File: src/rtl/mesi_ctrl_pkg.sv
package mesi_ctrl_pkg;

    // Line state encoding: I=0, S=1, E=2, M=3
    typedef enum logic [1:0] {
        LS_I = 2'd0,
        LS_S = 2'd1,
        LS_E = 2'd2,
        LS_M = 2'd3
    } line_st_t;

    // Controller phase
    typedef enum logic [1:0] {
        PH_IDLE   = 2'd0,
        PH_BUSREQ = 2'd1,
        PH_SAMPLE = 2'd2
    } ctrl_ph_t;

endpackage

File: src/rtl/mesi_tag_probe.sv
module mesi_tag_probe
    import mesi_ctrl_pkg::*;
#(
    parameter int ADDR_W = 8,
    parameter int IDX_W  = 3,
    localparam int LINES = 1 << IDX_W,
    localparam int TAG_W = ADDR_W - IDX_W
) (
    input  logic [LINES-1:0][1:0]       st_vec,
    input  logic [LINES-1:0][TAG_W-1:0] tag_vec,
    input  logic [ADDR_W-1:0]           addr,
    output logic [IDX_W-1:0]            idx,
    output line_st_t                    hit_st
);
    logic [TAG_W-1:0] tag;

    assign idx    = addr[IDX_W-1:0];
    assign tag    = addr[ADDR_W-1:IDX_W];
    assign hit_st = (tag_vec[idx] == tag) ? line_st_t'(st_vec[idx]) : LS_I;
endmodule

File: src/rtl/mesi_cpu_rule.sv
module mesi_cpu_rule
    import mesi_ctrl_pkg::*;
(
    input  line_st_t cur,
    input  logic     wr,
    output logic     local_ok,
    output line_st_t nxt
);
    always_comb begin
        if (wr) begin
            // ownership already held: silent move to Modified
            local_ok = (cur == LS_E) || (cur == LS_M);
            nxt      = LS_M;
        end else begin
            local_ok = (cur != LS_I);
            nxt      = cur;
        end
    end
endmodule

File: src/rtl/mesi_snoop_rule.sv
module mesi_snoop_rule
    import mesi_ctrl_pkg::*;
(
    input  logic     valid,
    input  logic     rdx,
    input  line_st_t cur,
    output logic     touch,
    output line_st_t nxt,
    output logic     shared,
    output logic     flush,
    output logic     c2c
);
    always_comb begin
        touch  = valid && (cur != LS_I);
        shared = touch && !rdx;
        flush  = touch && (cur == LS_M);
        c2c    = touch && !rdx && (cur == LS_E);
        nxt    = rdx ? LS_I : LS_S;
    end
endmodule

File: src/rtl/mesi_snoop_ctrl.sv
module mesi_snoop_ctrl
    import mesi_ctrl_pkg::*;
#(
    parameter int ADDR_W = 8,
    parameter int IDX_W  = 3
) (
    input  logic              clk,
    input  logic              rst_n,
    input  logic              cpu_req_valid,
    input  logic              cpu_req_write,
    input  logic [ADDR_W-1:0] cpu_req_addr,
    output logic              cpu_done,
    output logic              bus_out_valid,
    output logic              bus_out_rdx,
    output logic [ADDR_W-1:0] bus_out_addr,
    input  logic              bus_grant,
    input  logic              snp_valid,
    input  logic              snp_rdx,
    input  logic [ADDR_W-1:0] snp_addr,
    input  logic              shared_in,
    output logic              shared_out,
    output logic              flush_out,
    output logic              c2c_out
);
    localparam int LINES = 1 << IDX_W;
    localparam int TAG_W = ADDR_W - IDX_W;

    typedef struct packed {
        ctrl_ph_t                    ph;
        logic [LINES-1:0][1:0]       st;
        logic [LINES-1:0][TAG_W-1:0] tg;
        logic [ADDR_W-1:0]           raddr;
        logic                        rwr;
        logic                        done;
        logic                        shr;
        logic                        fl;
        logic                        xf;
    } regs_t;

    regs_t d, q;

    // processor-side lookup
    logic [IDX_W-1:0] c_idx;
    line_st_t         c_st, c_nxt;
    logic             c_ok;

    mesi_tag_probe #(.ADDR_W(ADDR_W), .IDX_W(IDX_W)) u_cpu_probe (
        .st_vec(q.st), .tag_vec(q.tg), .addr(cpu_req_addr),
        .idx(c_idx), .hit_st(c_st)
    );

    mesi_cpu_rule u_cpu_rule (
        .cur(c_st), .wr(cpu_req_write), .local_ok(c_ok), .nxt(c_nxt)
    );

    // snoop-side lookup
    logic [IDX_W-1:0] s_idx;
    line_st_t         s_st, s_nxt;
    logic             s_touch, s_shared, s_flush, s_c2c;

    mesi_tag_probe #(.ADDR_W(ADDR_W), .IDX_W(IDX_W)) u_snp_probe (
        .st_vec(q.st), .tag_vec(q.tg), .addr(snp_addr),
        .idx(s_idx), .hit_st(s_st)
    );

    mesi_snoop_rule u_snp_rule (
        .valid(snp_valid), .rdx(snp_rdx), .cur(s_st),
        .touch(s_touch), .nxt(s_nxt),
        .shared(s_shared), .flush(s_flush), .c2c(s_c2c)
    );

    // pending request fields
    logic [IDX_W-1:0] r_idx;
    logic [TAG_W-1:0] r_tag;
    assign r_idx = q.raddr[IDX_W-1:0];
    assign r_tag = q.raddr[ADDR_W-1:IDX_W];

    always_comb begin
        d      = q;
        d.done = 1'b0;
        unique case (q.ph)
            PH_IDLE: begin
                if (cpu_req_valid) begin
                    if (c_ok) begin
                        d.done       = 1'b1;
                        d.st[c_idx]  = c_nxt;
                    end else begin
                        d.ph    = PH_BUSREQ;
                        d.raddr = cpu_req_addr;
                        d.rwr   = cpu_req_write;
                    end
                end
            end
            PH_BUSREQ: begin
                if (bus_grant) d.ph = PH_SAMPLE;
            end
            PH_SAMPLE: begin
                d.st[r_idx] = q.rwr ? LS_M : (shared_in ? LS_S : LS_E);
                d.tg[r_idx] = r_tag;
                d.done      = 1'b1;
                d.ph        = PH_IDLE;
            end
            default: d.ph = PH_IDLE;
        endcase
        // bus order wins over a same-cycle processor update
        if (s_touch) d.st[s_idx] = s_nxt;
        d.shr = s_shared;
        d.fl  = s_flush;
        d.xf  = s_c2c;
    end

    always_ff @(posedge clk or negedge rst_n) begin
        if (!rst_n) q <= '0;
        else        q <= d;
    end

    assign cpu_done      = q.done;
    assign bus_out_valid = (q.ph == PH_BUSREQ);
    assign bus_out_rdx   = q.rwr;
    assign bus_out_addr  = q.raddr;
    assign shared_out    = q.shr;
    assign flush_out     = q.fl;
    assign c2c_out       = q.xf;


    busreq_hold_chk: assert property (@(posedge clk) disable iff (!rst_n)
        bus_out_valid && !bus_grant |=> bus_out_valid && $stable(bus_out_addr) && $stable(bus_out_rdx));


    grant_done_chk: assert property (@(posedge clk) disable iff (!rst_n)
        bus_out_valid && bus_grant |=> !bus_out_valid ##1 cpu_done);


    shared_src_chk: assert property (@(posedge clk) disable iff (!rst_n)
        shared_out |-> $past(snp_valid && !snp_rdx));


    c2c_src_chk: assert property (@(posedge clk) disable iff (!rst_n)
        c2c_out |-> $past(snp_valid && !snp_rdx) && !flush_out && shared_out);


    flush_src_chk: assert property (@(posedge clk) disable iff (!rst_n)
        flush_out |-> $past(snp_valid));


    done_no_bus_chk: assert property (@(posedge clk) disable iff (!rst_n)
        cpu_done |-> !bus_out_valid);
endmodule

File: config.mk
export PLATFORM = sky130hd
export DESIGN_NAME = mesi_snoop_ctrl
export DESIGN_NICKNAME = d
export VERILOG_FILES = /design/src/rtl/mesi_ctrl_pkg.sv /design/src/rtl/mesi_tag_probe.sv /design/src/rtl/mesi_cpu_rule.sv /design/src/rtl/mesi_snoop_rule.sv /design/src/rtl/mesi_snoop_ctrl.sv
export SDC_FILE = /design/constraint.sdc
export NUM_CORES = 1
export LEC_CHECK = 0
export BUFFER_PORTS_ARGS = -buffer_cell sky130_fd_sc_hd__buf_2
export CORE_ASPECT_RATIO = 2
export CORE_MARGIN = 4
export CORE_UTILIZATION = 50
export DETAILED_ROUTE_END_ITERATION = 16
export PLACE_DENSITY_LB_ADDON = 0.12
export RECOVER_POWER = 25
export SLEW_MARGIN = 10
export SYNTH_ARGS = -nofsm -noshare
export SYNTH_HDL_FRONTEND = slang
export SYNTH_SLANG_ARGS = --single-unit
File: constraint.sdc
create_clock -name clk -period 4.82 [get_ports clk]
set_input_delay 0.964 -clock clk [delete_from_list [all_inputs] [get_ports clk]]
set_output_delay 0.964 -clock clk [all_outputs]
set_load 0.02 [all_outputs]
==> results of run 1 <==
## per-stage QoR
step           cells  utilization, %  area, um^2
2_1_floorplan    430               -        4510
3_3_place_gp     539            53.5        4660
3_5_place_dp     539            53.5        4660
4_1_cts          554            57.1        4980
5_1_grt          554            57.1        4970
6_report         554            57.1        4970
## layout make-up
type | instances | area share (%)
Sequential cell | 71 | 35.7
Multi-Input combinational cell | 317 | 50.5
Clock buffer | 11 | 4.88
Clock inverter | 4 | 1.41
Inverter | 10 | 0.755
Tap cell | 100 | 2.52
Timing Repair Buffer | 41 | 4.23
## placed cells by master (no fill, tap or decap), types with 8 or more instances in the layout
| master | count |
|---|---|
| a21oi_1 | 23 |
| o21ai_0 | 10 |
| buf_2 | 33 |
| inv_1 | 9 |
| nor3_1 | 12 |
| mux2i_1 | 27 |
| clkbuf_16 | 9 |
| nand2_1 | 26 |
| nor2_1 | 32 |
| nor2b_1 | 10 |
| mux2_2 | 61 |
| nand3b_1 | 8 |
| o22ai_1 | 11 |
| dfrtp_1 | 71 |
## state kept, by name, summed over array words and instances, names as in the netlist
signal and flops:
flush_out 1, cpu_done 1, bus_out_addr 8, q 58, bus_out_rdx 1, c2c_out 1, shared_out 1
## layer usage
layer / wire (um) / vias to the layer above
met1: 4830 / 1819
li1: - / 1633
met5: 0 / -
met3: 805 / 29
met4: 627 / 0
met2: 7050 / 160
## worst paths after layout
kind                       depth (start not counted)              end  slack (ns)        start
setup / recovery                                   9            q[55]        1.09  snp_addr[1]
hold / removal                                     1            q[24]        0.53        q[24]
setup reg to reg                                   8            q[55]        1.99        q[13]
hold reg to reg                                    1            q[24]        0.53        q[24]
max in group asynchronous                          2            q[30]        2.30        rst_n
min in group asynchronous                          1  bus_out_addr[2]        1.15        rst_n
## worst max-delay path: cells and delay by family
kind	cells	cell delay [ns]
compound gates	3	0.57
buf+inv	1	0.51
mux	2	0.64
simple gates	3	1.29
## cells by family (layout without fill, tap and decap cells)
group	after synthesis	after routing	share of synthesized area, %
compound gates	86	86	13.2
xor+xnor	6	6	1.16
simple gates	128	128	15.5
buf+inv	42	66	5.07
flops	71	71	39.4
mux	97	97	25.7
## power breakdown
group	internal [uW]	total, uW	switching (uW)
logic	501	996	495
clock network	463	722	259
registers	846	1150	305
total	1810	2870	1060
==> results.md, run 1 <==
- Unrepaired setup endpoints after global routing: no
- Reg clk slew, reported paths: 0.06 ns
- First-pass GRT wire length: 20900 um
- CP arrival: 3.99 ns
- Post-synthesis cell type count: 61
- Final WL: 13300 um
- Global-route track usage on met2: 45.0%
- Syn Area/Cell: 10.5 um^2
- Count leader, synth: dfrtp_1
- Post-CTS Resized: 0
- Total power: 2870 uW
- Area of the core: 8710 um^2
- Mapped Nets: 454
- Slew Limit Fails: 37
- Run status: complete, but fails checks
- GR peak layer: met2
- Clk buf depth: 2
- Part of the Yosys area used for sequential elements: 39.4%
- GRT Total Usage: 26.8%
- Port bufs: 37
- DIE AREA: 10700 um^2
- Hold Vio Cnt, Final: 0
- PD cells: 577 nW/um^2
- Total number of vias: 3641
- Hold crit path type: reg2reg
- Final clock skew: 0.00686 ns
- Synthesized cell area: 4510 um^2
- EDFF count, synth: 0
- Endpoints failing setup: 0
- Global Route met1 Usage: 32.4%
- # rows: 48
- Largest area contributor in the netlist: dfrtp_1
- Final GP Congestion: 0.971
- Remaining Overflow, GRT: 0
- Die H: 142 um
- Worst slack, placed: 0.795 ns
- 1st-iter DRT viols: 321
- Width of the die: 75.2 um
- Clk Latency, worst-skew pair: 0.34 ns
- Predominant post-synthesis flop cell: dfrtp_1
- CTS root buf: clkbuf_16
- Pin count of the biggest net entering global routing: 37
- Final TNS setup: 0 ns
- Share of layout cells above drive strength 1: 28.4%
- Failing checks: max-capacitance violations, max-slew violations
- Tcrit/Tclk final: 77.3%
- H-tree levels: 3
- Synth Instances: 430
- Routed vias/inst: 6.57
- Reg area: 1780 um^2
- Vias in the first global route: 3633
- Async set-reset flop share out of synthesis: 100%
- CP max stage delay: 0.55 ns
- CTS tree: done
- I/O pin total: 38
- Slowest CP cell: or4b_4
- Clock sinks: 71
- Area share of the largest cell type after synthesis: 39.4%
- WS Path Type: in2reg
- Synth warn: 0
- Post-CTS setup buffer count: 0
- Worst-margin pin slew: 1.92 ns
- Critical Path RT: 5.08 ns
- Hold-fix buffers at CTS: 0
- # diodes: 0
- Tmin final: 3.73 ns
- Met3 GRT Util: 4.95%
- Antenna violation net count after detailed routing: 0
- Leak: 0.00217 uW
- Area contributors post-synth: dfrtp_1 39%, mux2_2 15%, mux2i_1 6.0%
- FF+latch count, synth: 71
- Worst path cell trace: buf_2 -> mux2_2 -> o2bb2ai_1 -> or4_1 -> a211oi_2 -> o211ai_2 -> or4b_4 -> nor3_2 -> mux2i_1
- Initial Util: 51.8%
- Crit Path Max Fanout: 30
- NumNets Final: 474
- Total CTS buffers: 9
- Peak Freq: 0.268 GHz
- Maximum VDD drop: 0.000362 V
- Avg WL per Cell: 24.0 um
- Most frequent cells after synthesis: 71 x dfrtp_1, 61 x mux2_2, 32 x nor2_1
- Pre-Repair DR Iteration Count: 8
- Detailed placer's ending HPWL: 9740 um
- Critical path launch point type: input pin
- DRC: 0
- CP endpoint kind: flop
- WHS: 0.530 ns
- Slew headroom: -28.1%
- Synth-to-layout area growth: 10.1%
- Multi-input logic area: 2510 um^2
- Fillers: 780
- Final WS setup: 1.09 ns
- Initial antenna violation count: 0
- Max-cap viol count: 1
(Power assumes the default switching activity.)
==> run 2: changes to the inputs <==
clock period = 3.35 ns   (was 4.82 ns; I/O delays follow)
==> run 2 against run 1 <==
  * The run still ends with max-capacitance violations, max-slew violations left
  * Critical path depth did not move
  * Cell count up 4.3%
  * Die area is the same
  * Total power grew 41%
  * Highest routed layer unchanged
==> results.md, run 2 (synthesis results as in run 1) <==
- Hold crit path type: reg2reg
- CTS tree: done
- CP endpoint kind: flop
- Tcrit/Tclk final: 95.9%
- Critical path launch point type: input pin
- Reg clk slew, reported paths: 0.05 ns (about the same)
- Slowest CP cell: nor2b_1
- Remaining Overflow, GRT: 0 (unchanged)
- Critical Path RT: 3.55 ns (-1.53 ns)
- Fin cells: 578 (+4.3%)
- Peak Freq: 0.311 GHz
- Clk buf depth: 2 (unchanged)
- GRT Total Usage: 28.2% (+1.4 points)
- Initial Util: 51.8% (unchanged)
- Vias in the first global route: 3938 (+8.4%)
- Worst path cell trace: buf_2 -> nor2b_1 -> a22oi_1 -> o21ai_1 -> xor2_1 -> nor4_4 -> nand3_1 -> a222oi_1 -> mux2i_1
- CP max stage delay: 0.52 ns (-0.03 ns)
- Endpoints failing setup: 0 (unchanged)
- Max reg flops: 58 (unchanged)
- Clk Latency, worst-skew pair: 0.34 ns (about the same)
- NumNets Final: 497 (+4.9%)
- # diodes: 0 (unchanged)
- Pre-Repair DR Iteration Count: 5 (-3)
- 1st-iter DRT viols: 324 (+0.93%)
- Unrepaired setup endpoints after global routing: no
- Share of layout cells above drive strength 1: 32.2% (+3.8 points)
- Run status: complete, but fails checks
- Leak: 0.00227 uW (+4.4%)
- Worst path bufs/invs: 1 (unchanged)
- Max-cap viol count: 1 (unchanged)
- Final GP Congestion: 0.972 (about the same)
- Pin count of the biggest net entering global routing: 39 (+5.4%)
- WS Path Type: in2reg
- I/O pin total: 38 (unchanged)
- Detailed placer's ending HPWL: 10500 um (+7.7%)
- DIE AREA: 10700 um^2 (unchanged)
- Clock sinks: 71 (unchanged)
- Hold-fix buffers at CTS: 0 (unchanged)
- Post-CTS setup buffer count: 0 (unchanged)
- Top reg by flops: q
- Avg WL per Cell: 24.4 um (+1.4%)
- Synth-to-layout area growth: 12.8%
- Hold Vio Cnt, Final: 0 (unchanged)
- Maximum VDD drop: 0.000502 V (+38%)
- Commonest non-fill, non-tap cells in the layout: 71 x dfrtp_1, 61 x mux2_2, 36 x buf_2, 32 x nor2_1, 27 x mux2i_1
- CP top delay family: simple AND/OR/NAND/NOR gates
- DRC: 0 (unchanged)
- PD cells: 795 nW/um^2 (+38%)
- Total number of vias: 3698 (+1.6%)
- CTS root buf: clkbuf_16
- Failing checks: max-capacitance violations, max-slew violations
- CP arrival: 3.41 ns (-0.58 ns)
- Width of the die: 75.2 um (unchanged)
- Area of the core: 8710 um^2 (unchanged)
- Die H: 142 um (unchanged)
- Routed vias/inst: 6.40 (-2.7%)
- Crit Path Max Fanout: 15 (-50%)
- Final clock skew: 0.00428 ns (-0.00258 ns)
- Most common cell after layout, fill and taps aside: dfrtp_1
- Final Core Density: 58.5% (+1.4 points)
- First-pass GRT wire length: 21800 um (+4.5%)
- Dpl cells: 562 (+4.3%)
- Post-CTS Resized: 0 (unchanged)
- Initial antenna violation count: 0 (unchanged)
- Worst-margin pin slew: 1.83 ns (-0.0889 ns)
- H-tree levels: 3 (unchanged)
- # rows: 48 (unchanged)
- Slew Limit Fails: 35 (-5.4%)
- Final WL: 14100 um (+5.8%)
- Antenna violation net count after detailed routing: 0 (unchanged)
- Slew headroom: -22.2% (+5.9 points)
- Tmin final: 3.21 ns
- Port bufs: 37 (unchanged)
- Total CTS buffers: 9 (unchanged)
[run 2: layout make-up]
type,instances,area [um^2]
timing repair buffer,64,384
inverter,10,37.5
clock inverter,4,22.5
tap,100,125
fill,772,3620
multi-input combinational,317,2510
sequential,71,1780
clock buffer,12,236
[run 2: path summary, 6_finish.rpt]
kind                                       from               to  slack, ns  cells past startpoint
max in group asynchronous                 rst_n            q[31]       0.73                      2
worst max-delay path            cpu_req_addr[2]            q[59]       0.14                      9
worst min-delay path                      q[47]            q[47]       0.53                      1
worst min register to register            q[47]            q[47]       0.53                      1
min in group asynchronous                 rst_n  bus_out_addr[0]       0.82                      1
worst max register to register            q[28]            q[59]       0.59                      8
[run 2: per-layer routing]
layer,track usage [%],routed length [um],vias up
met1,31.1,5020,1829
met4,18.6,877,0
met3,5.02,684,47
li1,-,-,1689
met5,0,0,-
met2,47.7,7510,133
[run 2: where the power goes]
part / internal [uW] / switching (uW)
combinational: 764 / 729
sequential: 1220 / 474
clock: 498 / 365
[run 2: through the flow]
step | TNS, ns | power, uW | hold slack [ns] | cell area (um^2) | worst slack, ns
floorplan | 0 | 2700 | 0.374 | 4510 | 0.514
global placement | -1.61 | 3140 | 0.507 | 4850 | -0.176
detailed placement | -1.08 | 3180 | 0.520 | 4850 | -0.166
CTS | 0 | 4050 | 0.430 | 5110 | 0.185
global route | 0 | 4280 | 0.553 | 5090 | 0.0180
finish | 0 | 4050 | 0.532 | 5090 | 0.136
==> run 3: changes to the inputs <==
HOLD_SLACK_MARGIN = 0.15   (was not set)
clock period = 3.83 ns   (was 3.35 ns; I/O delays follow)
==> run 3 against run 2 <==
  * The run still ends with max-capacitance violations, max-slew violations left
  * Sequential power fell by 13%
  * Register-to-register slack better by 0.33 ns
  * Design area shrank 0.59%
  * Via count is 4.4% lower
  * Largest power group unchanged
  * Highest routed layer unchanged
==> results.md, run 3 (synthesis results as in run 1) <==
- Run status: complete, but fails checks
- Failing checks: max-capacitance violations, max-slew violations
- H-tree levels: 3 (unchanged)
- DRC: 0 (unchanged)
- Tcrit/Tclk final: 86.2%
- Hold path start: q[51]
- Detailed placer's ending HPWL: 10100 um (-3.8%)
- Cells on worst reg2reg path: 8 (unchanged)
- Leak: 0.00223 uW (-1.8%)
- Initial Util: 51.8% (unchanged)
- Post-CTS Resized: 0 (unchanged)
- Total number of vias: 3536 (-4.4%)
- Final Core Density: 58.1% (-0.34 points)
- CTS root buf: clkbuf_16
- Most used cell, CP: a222oi_1
- Die H: 142 um (unchanged)
- First-pass GRT wire length: 21300 um (-2.6%)
- Critical path launch point type: input pin
- Clk Latency, worst-skew pair: 0.34 ns (about the same)
- Area of the core: 8710 um^2 (unchanged)
- Final GP Congestion: 1.04 (+7.5%)
- Remaining Overflow, GRT: 0 (unchanged)
- Hold crit path type: reg2reg
- # diodes: 0 (unchanged)
- Avg WL per Cell: 24.1 um (-1.2%)
- Critical R2R Capture: q[55]
- CP top delay family: compound AO/OA/AOI/OAI gates
- Pre-Repair DR Iteration Count: 4 (-1)
- I/O pin total: 38 (unchanged)
- Worst path bufs/invs: 1 (unchanged)
- Maximum VDD drop: 0.000449 V (-10%)
- Most common cell after layout, fill and taps aside: dfrtp_1
- Reg clk slew, reported paths: 0.06 ns (about the same)
- PD cells: 731 nW/um^2 (-8.1%)
- Antenna violation net count after detailed routing: 0 (unchanged)
- WS Path Type: in2reg
- 1st-iter DRT viols: 312 (-3.7%)
- R2r startpoint: q[28]
- Total CTS buffers: 9 (unchanged)
- Worst path cell trace: buf_2 -> mux2_2 -> a222oi_1 -> o21ai_1 -> xor2_1 -> nor4_4 -> a311oi_1 -> a222oi_1 -> mux2i_1
- Synth-to-layout area growth: 12.1%
- Tmin final: 3.30 ns
- CP arrival: 3.49 ns (+0.08 ns)
- Slew Limit Fails: 30 (-14%)
- Vias in the first global route: 3772 (-4.2%)
- Hold Crit Depth: 1 (unchanged)
- Slowest CP cell: nor4_4
- Max-cap viol count: 1 (unchanged)
- DIE AREA: 10700 um^2 (unchanged)
- CTS tree: done
- Unrepaired setup endpoints after global routing: no
- CP max stage delay: 0.60 ns (+0.08 ns)
- Crit Path Max Fanout: 14 (-1)
- WHS: 0.525 ns (-0.00689 ns)
- Endpoints failing setup: 0 (unchanged)
- Clock sinks: 71 (unchanged)
- Worst R2R Setup Slack: 0.92 ns (+0.33 ns)
- NumNets Final: 483 (-2.8%)
- Hold Vio Cnt, Final: 0 (unchanged)
- Final TNS setup: 0 ns (unchanged)
- Max reg flops: 58 (unchanged)
- WHS Endpoint: q[51]
- Share of layout cells above drive strength 1: 30.2% (-2.0 points)
- Port bufs: 37 (unchanged)
- Initial antenna violation count: 0 (unchanged)
- Pin count of the biggest net entering global routing: 30 (-23%)
- CP endpoint kind: flop
- Final WS setup: 0.529 ns (+0.394 ns)
- Critical Path RT: 4.02 ns (+0.47 ns)
- Slew headroom: -16.2% (+6.0 points)
- Commonest non-fill, non-tap cells in the layout: 71 x dfrtp_1, 61 x mux2_2, 36 x buf_2, 32 x nor2_1, 27 x mux2i_1
- Final WL: 13600 um (-3.8%)
- Width of the die: 75.2 um (unchanged)
- Total power: 3700 uW (-8.6%)
- Routed vias/inst: 6.28 (-1.8%)
- Hold-fix buffers at CTS: 0 (unchanged)
- GRT Total Usage: 27.5% (-0.66 points)
- Clk buf depth: 2 (unchanged)
- Final clock skew: 0.00505 ns (+0.000767 ns)
- Peak Freq: 0.303 GHz
- Top reg by flops: q
- Post-CTS setup buffer count: 0 (unchanged)
- # rows: 48 (unchanged)
- Worst-margin pin slew: 1.74 ns (-0.0905 ns)
- Worst slack, placed: 0.262 ns (+0.428 ns)
[run 3: changes by cell type in the layout (fill, tap and decap cells not counted)]
cell | previous run | this run
inv_6 | 0 | 1
clkinv_2 | 3 | 0
and2_1 | 5 | 4
clkbuf_1 | 4 | 3
bufinv_16 | 0 | 3
clkbuf_2 | 1 | 0
and2_0 | 0 | 1
buf_4 | 26 | 12
[run 3: cell type report]
type,count,area [um^2]
Fill cell,765,3650
Multi-Input combinational cell,317,2510
Sequential cell,71,1780
Timing Repair Buffer,50,278
Clock buffer,10,229
Tap cell,100,125
Clock inverter,5,106
Inverter,10,37.5
[run 3: stage by stage]
stage | cells | cell area, um^2
after floorplan | 430 | 4510
after global placement | 548 | 4730
after detailed placement | 548 | 4730
after CTS | 563 | 5070
after global routing | 563 | 5060
final | 563 | 5060
[run 3: metal layers]
metal  vias up  part of all wire, %  track usage (%)
met5         -                    0                0
met4         0                  8.0             19.3
met3        53                  4.4             5.66
li1       1645                    -                -
met2       111                   51             44.6
met1      1727                   37             31.2
[run 3: how the worst max path moves through the flow]
stage / startpoint / end / slack [ns] / depth (start not counted)
after floorplan: snp_addr[1] / q[55] / 0.90 / 8
after global placement: cpu_req_addr[2] / q[55] / 0.25 / 9
after detailed placement: cpu_req_addr[0] / q[55] / 0.26 / 10
after CTS: cpu_req_addr[0] / q[55] / 0.61 / 9
after global routing: cpu_req_addr[0] / q[55] / 0.36 / 10
final: cpu_req_addr[0] / q[55] / 0.53 / 9
[run 3: report_power, final]
group / leakage [uW] / total [uW] / internal [uW] / switching (uW)
combinational: 0.00117 / 1270 / 637 / 635
sequential: 0.000899 / 1470 / 1060 / 404
clock: 0.000159 / 958 / 635 / 324
